`config.mk`:
```
export PLATFORM = sky130hd
export DESIGN_NAME = inj_accept_unit
export DESIGN_NICKNAME = d
export VERILOG_FILES = /design/src/rtl/inj_accept_unit.sv
export SDC_FILE = /design/constraint.sdc
export NUM_CORES = 1
export LEC_CHECK = 0
export CAP_MARGIN = 20
export CELL_PAD_IN_SITES_DETAIL_PLACEMENT = 1
export CELL_PAD_IN_SITES_GLOBAL_PLACEMENT = 2
export CORE_MARGIN = 3
export CORE_UTILIZATION = 30
export DETAILED_ROUTE_END_ITERATION = 12
export MAX_ROUTING_LAYER = met4
export PLACE_DENSITY = 0.78
export SYNTH_ARGS = -nofsm -noshare
export SYNTH_HDL_FRONTEND = slang
export SYNTH_SLANG_ARGS = --single-unit
```
`constraint.sdc`:
```
create_clock -name clk -period 8.4 [get_ports clk]
set_clock_uncertainty 0.05 [all_clocks]
set_input_delay 2.52 -clock clk [delete_from_list [all_inputs] [get_ports clk]]
set_output_delay 2.52 -clock clk [all_outputs]
set_load 0.03 [all_outputs]
```
`src/rtl/inj_accept_unit.sv`:
```
module inj_accept_unit #(
  parameter int WAYS  = 4,
  parameter int SET_W = 6,
  parameter int PEND  = 4,
  localparam int WAY_W = $clog2(WAYS),
  localparam int PID_W = (PEND > 1) ? $clog2(PEND) : 1
) (
  input  logic               clk,
  input  logic               rst_n,
  input  logic               in_valid,
  input  logic [SET_W-1:0]   in_set,
  input  logic [2:0]         in_state,
  input  logic [3*WAYS-1:0]  in_ways,
  input  logic [WAYS-1:0]    in_same,
  input  logic               in_rd_pend,
  input  logic [WAY_W-1:0]   in_rd_way,
  output logic               acc_valid,
  output logic               acc_take,
  output logic               acc_fwd,
  output logic [WAY_W-1:0]   acc_way,
  output logic [WAYS-1:0]    lock_mask,
  input  logic               ev_req,
  input  logic [SET_W-1:0]   ev_set,
  input  logic [WAY_W-1:0]   ev_way,
  input  logic [2:0]         ev_state,
  output logic               ev_ready,
  output logic               ev_inject,
  input  logic               done_valid,
  input  logic [SET_W-1:0]   done_set,
  input  logic [WAY_W-1:0]   done_way
);

  localparam logic [2:0] ST_INV = 3'd0;
  localparam logic [2:0] ST_SHR = 3'd1;
  localparam logic [2:0] ST_CS1 = 3'd4;
  localparam logic [2:0] ST_CS2 = 3'd5;

  logic [PEND-1:0]  pv;
  logic [SET_W-1:0] pset [PEND];
  logic [WAY_W-1:0] pway [PEND];

  logic             ev_locked, ev_needs, full;
  logic [PID_W-1:0] free_idx;
  logic             inv_hit, shr_hit, conflict, sck_ok;
  logic [WAY_W-1:0] inv_way, shr_way;
  logic             take_d;
  logic [WAY_W-1:0] way_d;

  always_comb begin
    lock_mask = '0;
    ev_locked = 1'b0;
    free_idx  = '0;
    for (int p = PEND - 1; p >= 0; p--) begin
      if (pv[p] && pset[p] == in_set) lock_mask[pway[p]] = 1'b1;
      if (pv[p] && pset[p] == ev_set && pway[p] == ev_way) ev_locked = 1'b1;
      if (!pv[p]) free_idx = PID_W'(p);
    end
  end

  assign full      = &pv;
  assign ev_needs  = (ev_state != ST_INV) && (ev_state != ST_SHR);
  assign ev_ready  = !ev_locked && (!ev_needs || !full);
  assign ev_inject = ev_req && ev_ready && ev_needs;

  always_comb begin
    inv_hit  = 1'b0;
    shr_hit  = 1'b0;
    conflict = 1'b0;
    inv_way  = '0;
    shr_way  = '0;
    for (int w = WAYS - 1; w >= 0; w--) begin
      if (in_same[w] && in_ways[3*w +: 3] != ST_INV) conflict = 1'b1;
      if (!lock_mask[w] && in_ways[3*w +: 3] == ST_INV) begin
        inv_hit = 1'b1;
        inv_way = WAY_W'(w);
      end
      if (!lock_mask[w] && in_ways[3*w +: 3] == ST_SHR) begin
        shr_hit = 1'b1;
        shr_way = WAY_W'(w);
      end
    end
  end

  assign sck_ok = in_rd_pend && (in_state == ST_CS1 || in_state == ST_CS2)
                  && !lock_mask[in_rd_way];

  always_comb begin
    take_d = 1'b0;
    way_d  = '0;
    if (!conflict) begin
      if (inv_hit) begin
        take_d = 1'b1;
        way_d  = inv_way;
      end else if (shr_hit) begin
        take_d = 1'b1;
        way_d  = shr_way;
      end else if (sck_ok) begin
        take_d = 1'b1;
        way_d  = in_rd_way;
      end
    end
  end

  always_ff @(posedge clk) begin
    if (!rst_n) begin
      acc_valid <= 1'b0;
      acc_take  <= 1'b0;
      acc_fwd   <= 1'b0;
      acc_way   <= '0;
    end else begin
      acc_valid <= in_valid;
      acc_take  <= in_valid && take_d;
      acc_fwd   <= in_valid && !take_d;
      acc_way   <= take_d ? way_d : '0;
    end
  end

  always_ff @(posedge clk) begin
    if (!rst_n) begin
      pv <= '0;
      for (int p = 0; p < PEND; p++) begin
        pset[p] <= '0;
        pway[p] <= '0;
      end
    end else begin
      for (int p = 0; p < PEND; p++) begin
        if (done_valid && pv[p] && pset[p] == done_set && pway[p] == done_way)
          pv[p] <= 1'b0;
        if (ev_inject && free_idx == PID_W'(p)) begin
          pv[p]   <= 1'b1;
          pset[p] <= ev_set;
          pway[p] <= ev_way;
        end
      end
    end
  end


  decision_due_chk: assert property (@(posedge clk) disable iff (!rst_n)
    in_valid |=> acc_valid);


  take_fwd_excl_chk: assert property (@(posedge clk) disable iff (!rst_n)
    acc_valid |-> (acc_take ^ acc_fwd));


  victim_unlocked_chk: assert property (@(posedge clk) disable iff (!rst_n)
    (acc_valid && acc_take) |-> ((($past(lock_mask) >> acc_way) & WAYS'(1)) == '0));


  silent_evict_chk: assert property (@(posedge clk) disable iff (!rst_n)
    (ev_req && !ev_needs && !done_valid) |=> $stable(pv));


  inject_alloc_chk: assert property (@(posedge clk) disable iff (!rst_n)
    (ev_inject && !done_valid) |=> ($countones(pv) == $past($countones(pv)) + 1));


  table_bound_chk: assert property (@(posedge clk) disable iff (!rst_n)
    full |-> !(ev_req && ev_needs && ev_inject));

endmodule

```
# [After elaboration in Yosys (flattened, before gate mapping)]
# Memories as Yosys holds them, arrays and structs flattened.
# Index checks and enable logic that the tools add are counted.
[totals] regBits=9 mem_bits_rw=32 input_bits=52 out_inout_bits=11 elab_cells=219 n_memories=2
[memory_table] name="pset" depth=4 width=6 read_ports=4 rd_clocked_by_memory_dff=0 write_ports=4 line="39" rtl="logic [SET_W-1:0] pset [PEND];"
[memory_table] name="pway" depth=4 width=2 read_ports=4 rd_clocked_by_memory_dff=0 write_ports=4 line="40" rtl="logic [WAY_W-1:0] pway [PEND];"
[classes] n_lt_le_gt_ge=9 n_eq_ne=30 mux=78 bitwise_logic=13 n_reduce_logical=79
[op_table] op="$eq A6 B6 Y1" count=12
[op_table] op="$logic_and A1 B1 Y1" count=52
[op_table] op="$mux W1" count=46
[op_table] op="$mux W2" count=19
[op_table] op="$mux W6" count=4
[op_table] op="$eq A2 B2 Y1" count=8
[op_table] op="$mux W4" count=4
[op_table] op="$lt A2 B3 Y1 const B" count=5
[op_table] op="$reduce_bool A3 Y1" count=5
[op_table] op="$eq A3 B1 Y1 const B" count=4
[op_table] op="$logic_not A3 Y1" count=4
[op_table] op="$or A4 B4 Y4" count=3
[op_table] op="$logic_not A1 Y1" count=9
[op_table] op="$demux W1 S2" count=4
[op_table] op="$ge A2 B1 Y1 const B" count=4
[op_table] op="$or A1 B1 Y1" count=8
[op_table] op="$reduce_bool A2 Y1" count=4
[op_table] op="$eq A3 B3 Y1 const B" count=2
[op_table] op="$eq A2 B2 Y1 const B" count=2
[op_table] op="$reduce_and A4 Y1" count=1
[op_table] op="$ne A3 B1 Y1 const B" count=1
[op_table] op="$reduce_or A3 Y1" count=1
[op_table] op="$bmux W1 S2" count=1
[op_table] op="$eq A2 B1 Y1 const B" count=1
[op_table] op="3 further kinds" count=5

# [Longest topological paths before layout]
[depth] ltp_word=22 mapped_depth=10 ltp_nobuf=9

# [Worst setup path after synthesis]
# No wires, ideal clock.
[synth_timing] path_type="input to output" startpoint="input ev_set[0]" endpoint="output ev_ready" arrival_time_ps=3819 required_time_ps=5830 setup_slack_ps=2011 stages=5 path_buffers=1 path_cell_list="buf_2 xor2_1 nor4_1 a41o_1 nor3_1"
[synth_via] elab_chain_len=9 elab_cells_between_ends=18 cone_classes="4 x eq/ne; 4 x mux; 10 x reduce/logical"
[synth_lines] item="from (decl)" line="23" rtl="input logic [SET_W-1:0] ev_set,"
[synth_lines] item="$eq A6 B6 Y1" line="55" rtl="if (pv[p] && pset[p] == ev_set && pway[p] == ev_way) ev_locked = 1'b1;"
[synth_lines] item="$logic_and A1 B1 Y1 (2 in series)" line="55"
[synth_lines] item="$mux W1 (3 in series)" line="55"
[synth_lines] item="$mux W1 *" line="55"
[synth_lines] item="$logic_not A1 Y1 *" line="62" rtl="assign ev_ready = !ev_locked && (!ev_needs || !full);"
[synth_lines] item="$logic_and A1 B1 Y1 *" line="62"
[synth_lines] item="to (decl)" line="26" rtl="output logic ev_ready,"
# Every way passes the cells marked *; elsewhere a longest branch is shown, timed or not.

# [Final worst setup path]
[layout_timing] startpoint="input ev_set[2]" endpoint="output ev_inject"
[layout_via] elab_chain_len=11 elab_cells_between_ends=20 cone_classes="4 x eq/ne; 4 x mux; 12 x reduce/logical"
[layout_lines] item="$eq A6 B6 Y1" line="55"
[layout_lines] item="$logic_and A1 B1 Y1 (2 in series)" line="55"
[layout_lines] item="$mux W1 (3 in series)" line="55"
[layout_lines] item="$mux W1 *" line="55"
[layout_lines] item="$logic_not A1 Y1 *" line="62"
[layout_lines] item="$logic_and A1 B1 Y1 *" line="62"
[layout_lines] item="$logic_and A1 B1 Y1 * (2 in series)" line="63" rtl="assign ev_inject = ev_req && ev_ready && ev_needs;"
[layout_lines] item="to (decl)" line="27" rtl="output logic ev_inject,"
# Marks and branches as above.

==> results.json <==
{
  "status": "complete, no violations",
  "die_h_um": 109,
  "cts_setup_buffers": 0,
  "initial_core_util_pct": 31.7,
  "path_buf_inv": 2,
  "hold_viol": 0,
  "cts.sinks": 41,
  "syn-num-nets": 376,
  "fin_total_pwr_mw": 0.513,
  "yosysUniqueCellTypes": 47,
  "dr.pass1.iters": 4,
  "antenna_found_initial": 0,
  "cts_root_buffer": "clkbuf_8",
  "critPathMaxFanout": 8,
  "cts_max_path_buffers": 2,
  "cap_violations": 0,
  "cts-htree-levels": 2,
  "dieArea_um2": 11900,
  "drt-initial-drc-count": 121,
  "track_usage_pct": 17.7,
  "placed_area_um2": 3850,
  "final_util_pct": 39.5,
  "seqCellArea_um2": 1140,
  "path_cells": "clkdlybuf4s50_1, xor2_1, nor4_1, nand3_1, o41ai_2, nor4_4, clkdlybuf4s50_1",
  "syn_to_final_growth_pct": 24.5,
  "core_um2": 10000,
  "ys_seq_area_share_pct": 35.8,
  "critical_path.endpoint_type": "output port",
  "dr_total_vias": 2548,
  "post-place-ws_ns": 0.765,
  "synth.cell_area_um2": 3190,
  "synth_top_flop_cell": "edfxtp_1",
  "powerDensity_nw_per_um2": 129,
  "cp-start-kind": "primary input",
  "finalNetCount": 428,
  "routed_wl_um": 9680,
  "num_rows": 36,
  "multiInputGateArea_um2": 1880,
  "yosysWarnings": 0,
  "numCtsBuffers": 5,
  "wire_per_inst_um": 19.0,
  "cp_top_family": "buffers and inverters",
  "synth_cells": 324,
  "max_freq_ghz": 0.132,
  "p_leak_nw": 1.42,
  "finalSetupTns_ns": 0,
  "relSlewSlack_pct": 66.1,
  "overflow": 0,
  "ctsResizeCount": 0,
  "ios": 63,
  "min_period_over_period_pct": 90.2,
  "ys_async_sr_fraction_pct": 0,
  "holdBufCountCts": 0,
  "grt_pass1_wl_um": 15200,
  "path_common_cell": "clkdlybuf4s50_1",
  "avgSynthCellArea_um2": 9.84,
  "vdd_drop_max_uv": 57.3,
  "grt_pass1_vias": 2721,
  "synth_edf_count": 32,
  "clk_latency_ns": 0.31,
  "tritoncts": "yes",
  "drcViolationCount": 0,
  "worstPathArrival_ns": 5.01,
  "drive_gt1_share_pct": 7.96,
  "tightest_slew_ns": 0.504,
  "fill_cells": 1148,
  "n_antenna_cell": 0,
  "place_hpwl_um": 7860,
  "critPathMaxStageDelay_ns": 0.64,
  "drv_slew": 0,
  "stdcell_area_um2": 3970,
  "required_ns": 5.83,
  "gp_congestion": 0.861,
  "holdCritPathClass": "reg -> reg",
  "viasPerCell": 5.00,
  "grt_max_degree": 13,
  "final_common_cell": "clkdlybuf4s50_1",
  "rsz0062_at_grt": "false",
  "synth_seq_cells": 41,
  "setup_viol": 0,
  "crit_path_top_delay_cell": "clkdlybuf4s50_1",
  "path_clk_slew_ns": 0.08,
  "postRouteAntennaNets": 0,
  "path_class": "in -> out",
  "die_w_um": 109,
  "io_buffers": 60,
  "final_cell_mix": "clkdlybuf4s50_1 (60), xor2_1 (49), xnor2_1 (39)",
  "fin_ws_ns": 0.823,
  "post-route-min-period_ns": 7.58
}
-- final cells by class --
class | count | share of cell area [%]
multi-input cells | 251 | 47.4
flip-flops and latches | 41 | 28.8
repair buffers | 61 | 15.3
well taps | 133 | 4.20
clock buffers | 8 | 2.81
inverters | 16 | 1.51
-- path summary, 6_finish.rpt --
kind / startpoint / end / slack [ns] / depth (start not counted)
worst min-delay path: pv[0] / pv[0] / 0.56 / 2
worst min register to register: pv[0] / pv[0] / 0.56 / 2
worst max register to register: pway[3][1] / pset[2][1] / 5.66 / 9
worst max-delay path: ev_set[2] / ev_inject / 0.82 / 7
-- sequential cells by signal, indices dropped and copies added (netlist names) --
register,cells
acc_fwd,1
acc_take,1
acc_valid,1
acc_way,2
pset,24
pv,4
pway,8
-- kinds of logic after synthesis --
logic type	Yosys count	share of synthesized area, %
AND/OR/NAND/NOR	132	26.4
XOR/XNOR	88	24.2
flip-flops	41	35.8
buffers and inverters	32	5.14
AO/OA/AOI/OAI	29	7.74
multiplexers	2	0.707
-- per-layer routing --
metal	global-route usage, %	vias up	wire length, um
met5	-	-	0
met1	21.6	1231	4280
met3	2.84	6	478
li1	-	1245	-
met2	30.9	66	4830
met4	3.79	0	90
-- tightest hold or removal path, cell delays in order, from the launching register on --
cell,delay (ns)
dfxtp_1,0.40
o41ai_1,0.10
a21oi_1,0.06
-- report_power, final --
| part | switching [mW] | internal [mW] |
|---|---|---|
| sequential | 0.0158 | 0.229 |
| combinational | 0.0574 | 0.0540 |
| clock | 0.0725 | 0.0850 |
| total | 0.146 | 0.368 |
-- metrics by stage --
step | cells | hold slack, ns
final | 510 | 0.558
after global placement | 501 | 0.551
after CTS | 509 | 0.556
after floorplan | 324 | 0.451
after detailed placement | 501 | 0.543
after global routing | 510 | 0.601
-- synth_stat cells (3+ instances only) --
cell type	n	area share [%]
xor2_1	49	13
nor4_2	6	2.4
nor2_1	12	1.4
buf_2	8	1.3
buf_6	3	1.1
and2_1	34	6.7
nor3_1	14	2.2
a22oi_1	3	0.71
nor4_1	12	2.4
nand2_1	15	1.8
o21ai_0	3	0.47
buf_4	3	0.71
nor3b_1	3	0.71
nand4_2	4	1.6
edfxtp_1	32	30
nand4_1	11	2.2
dfxtp_1	9	5.7
inv_1	15	1.8
nand3_1	9	1.4
a21oi_1	4	0.63
xnor2_1	39	11
o22ai_1	3	0.59
(Power assumes the default switching activity.)
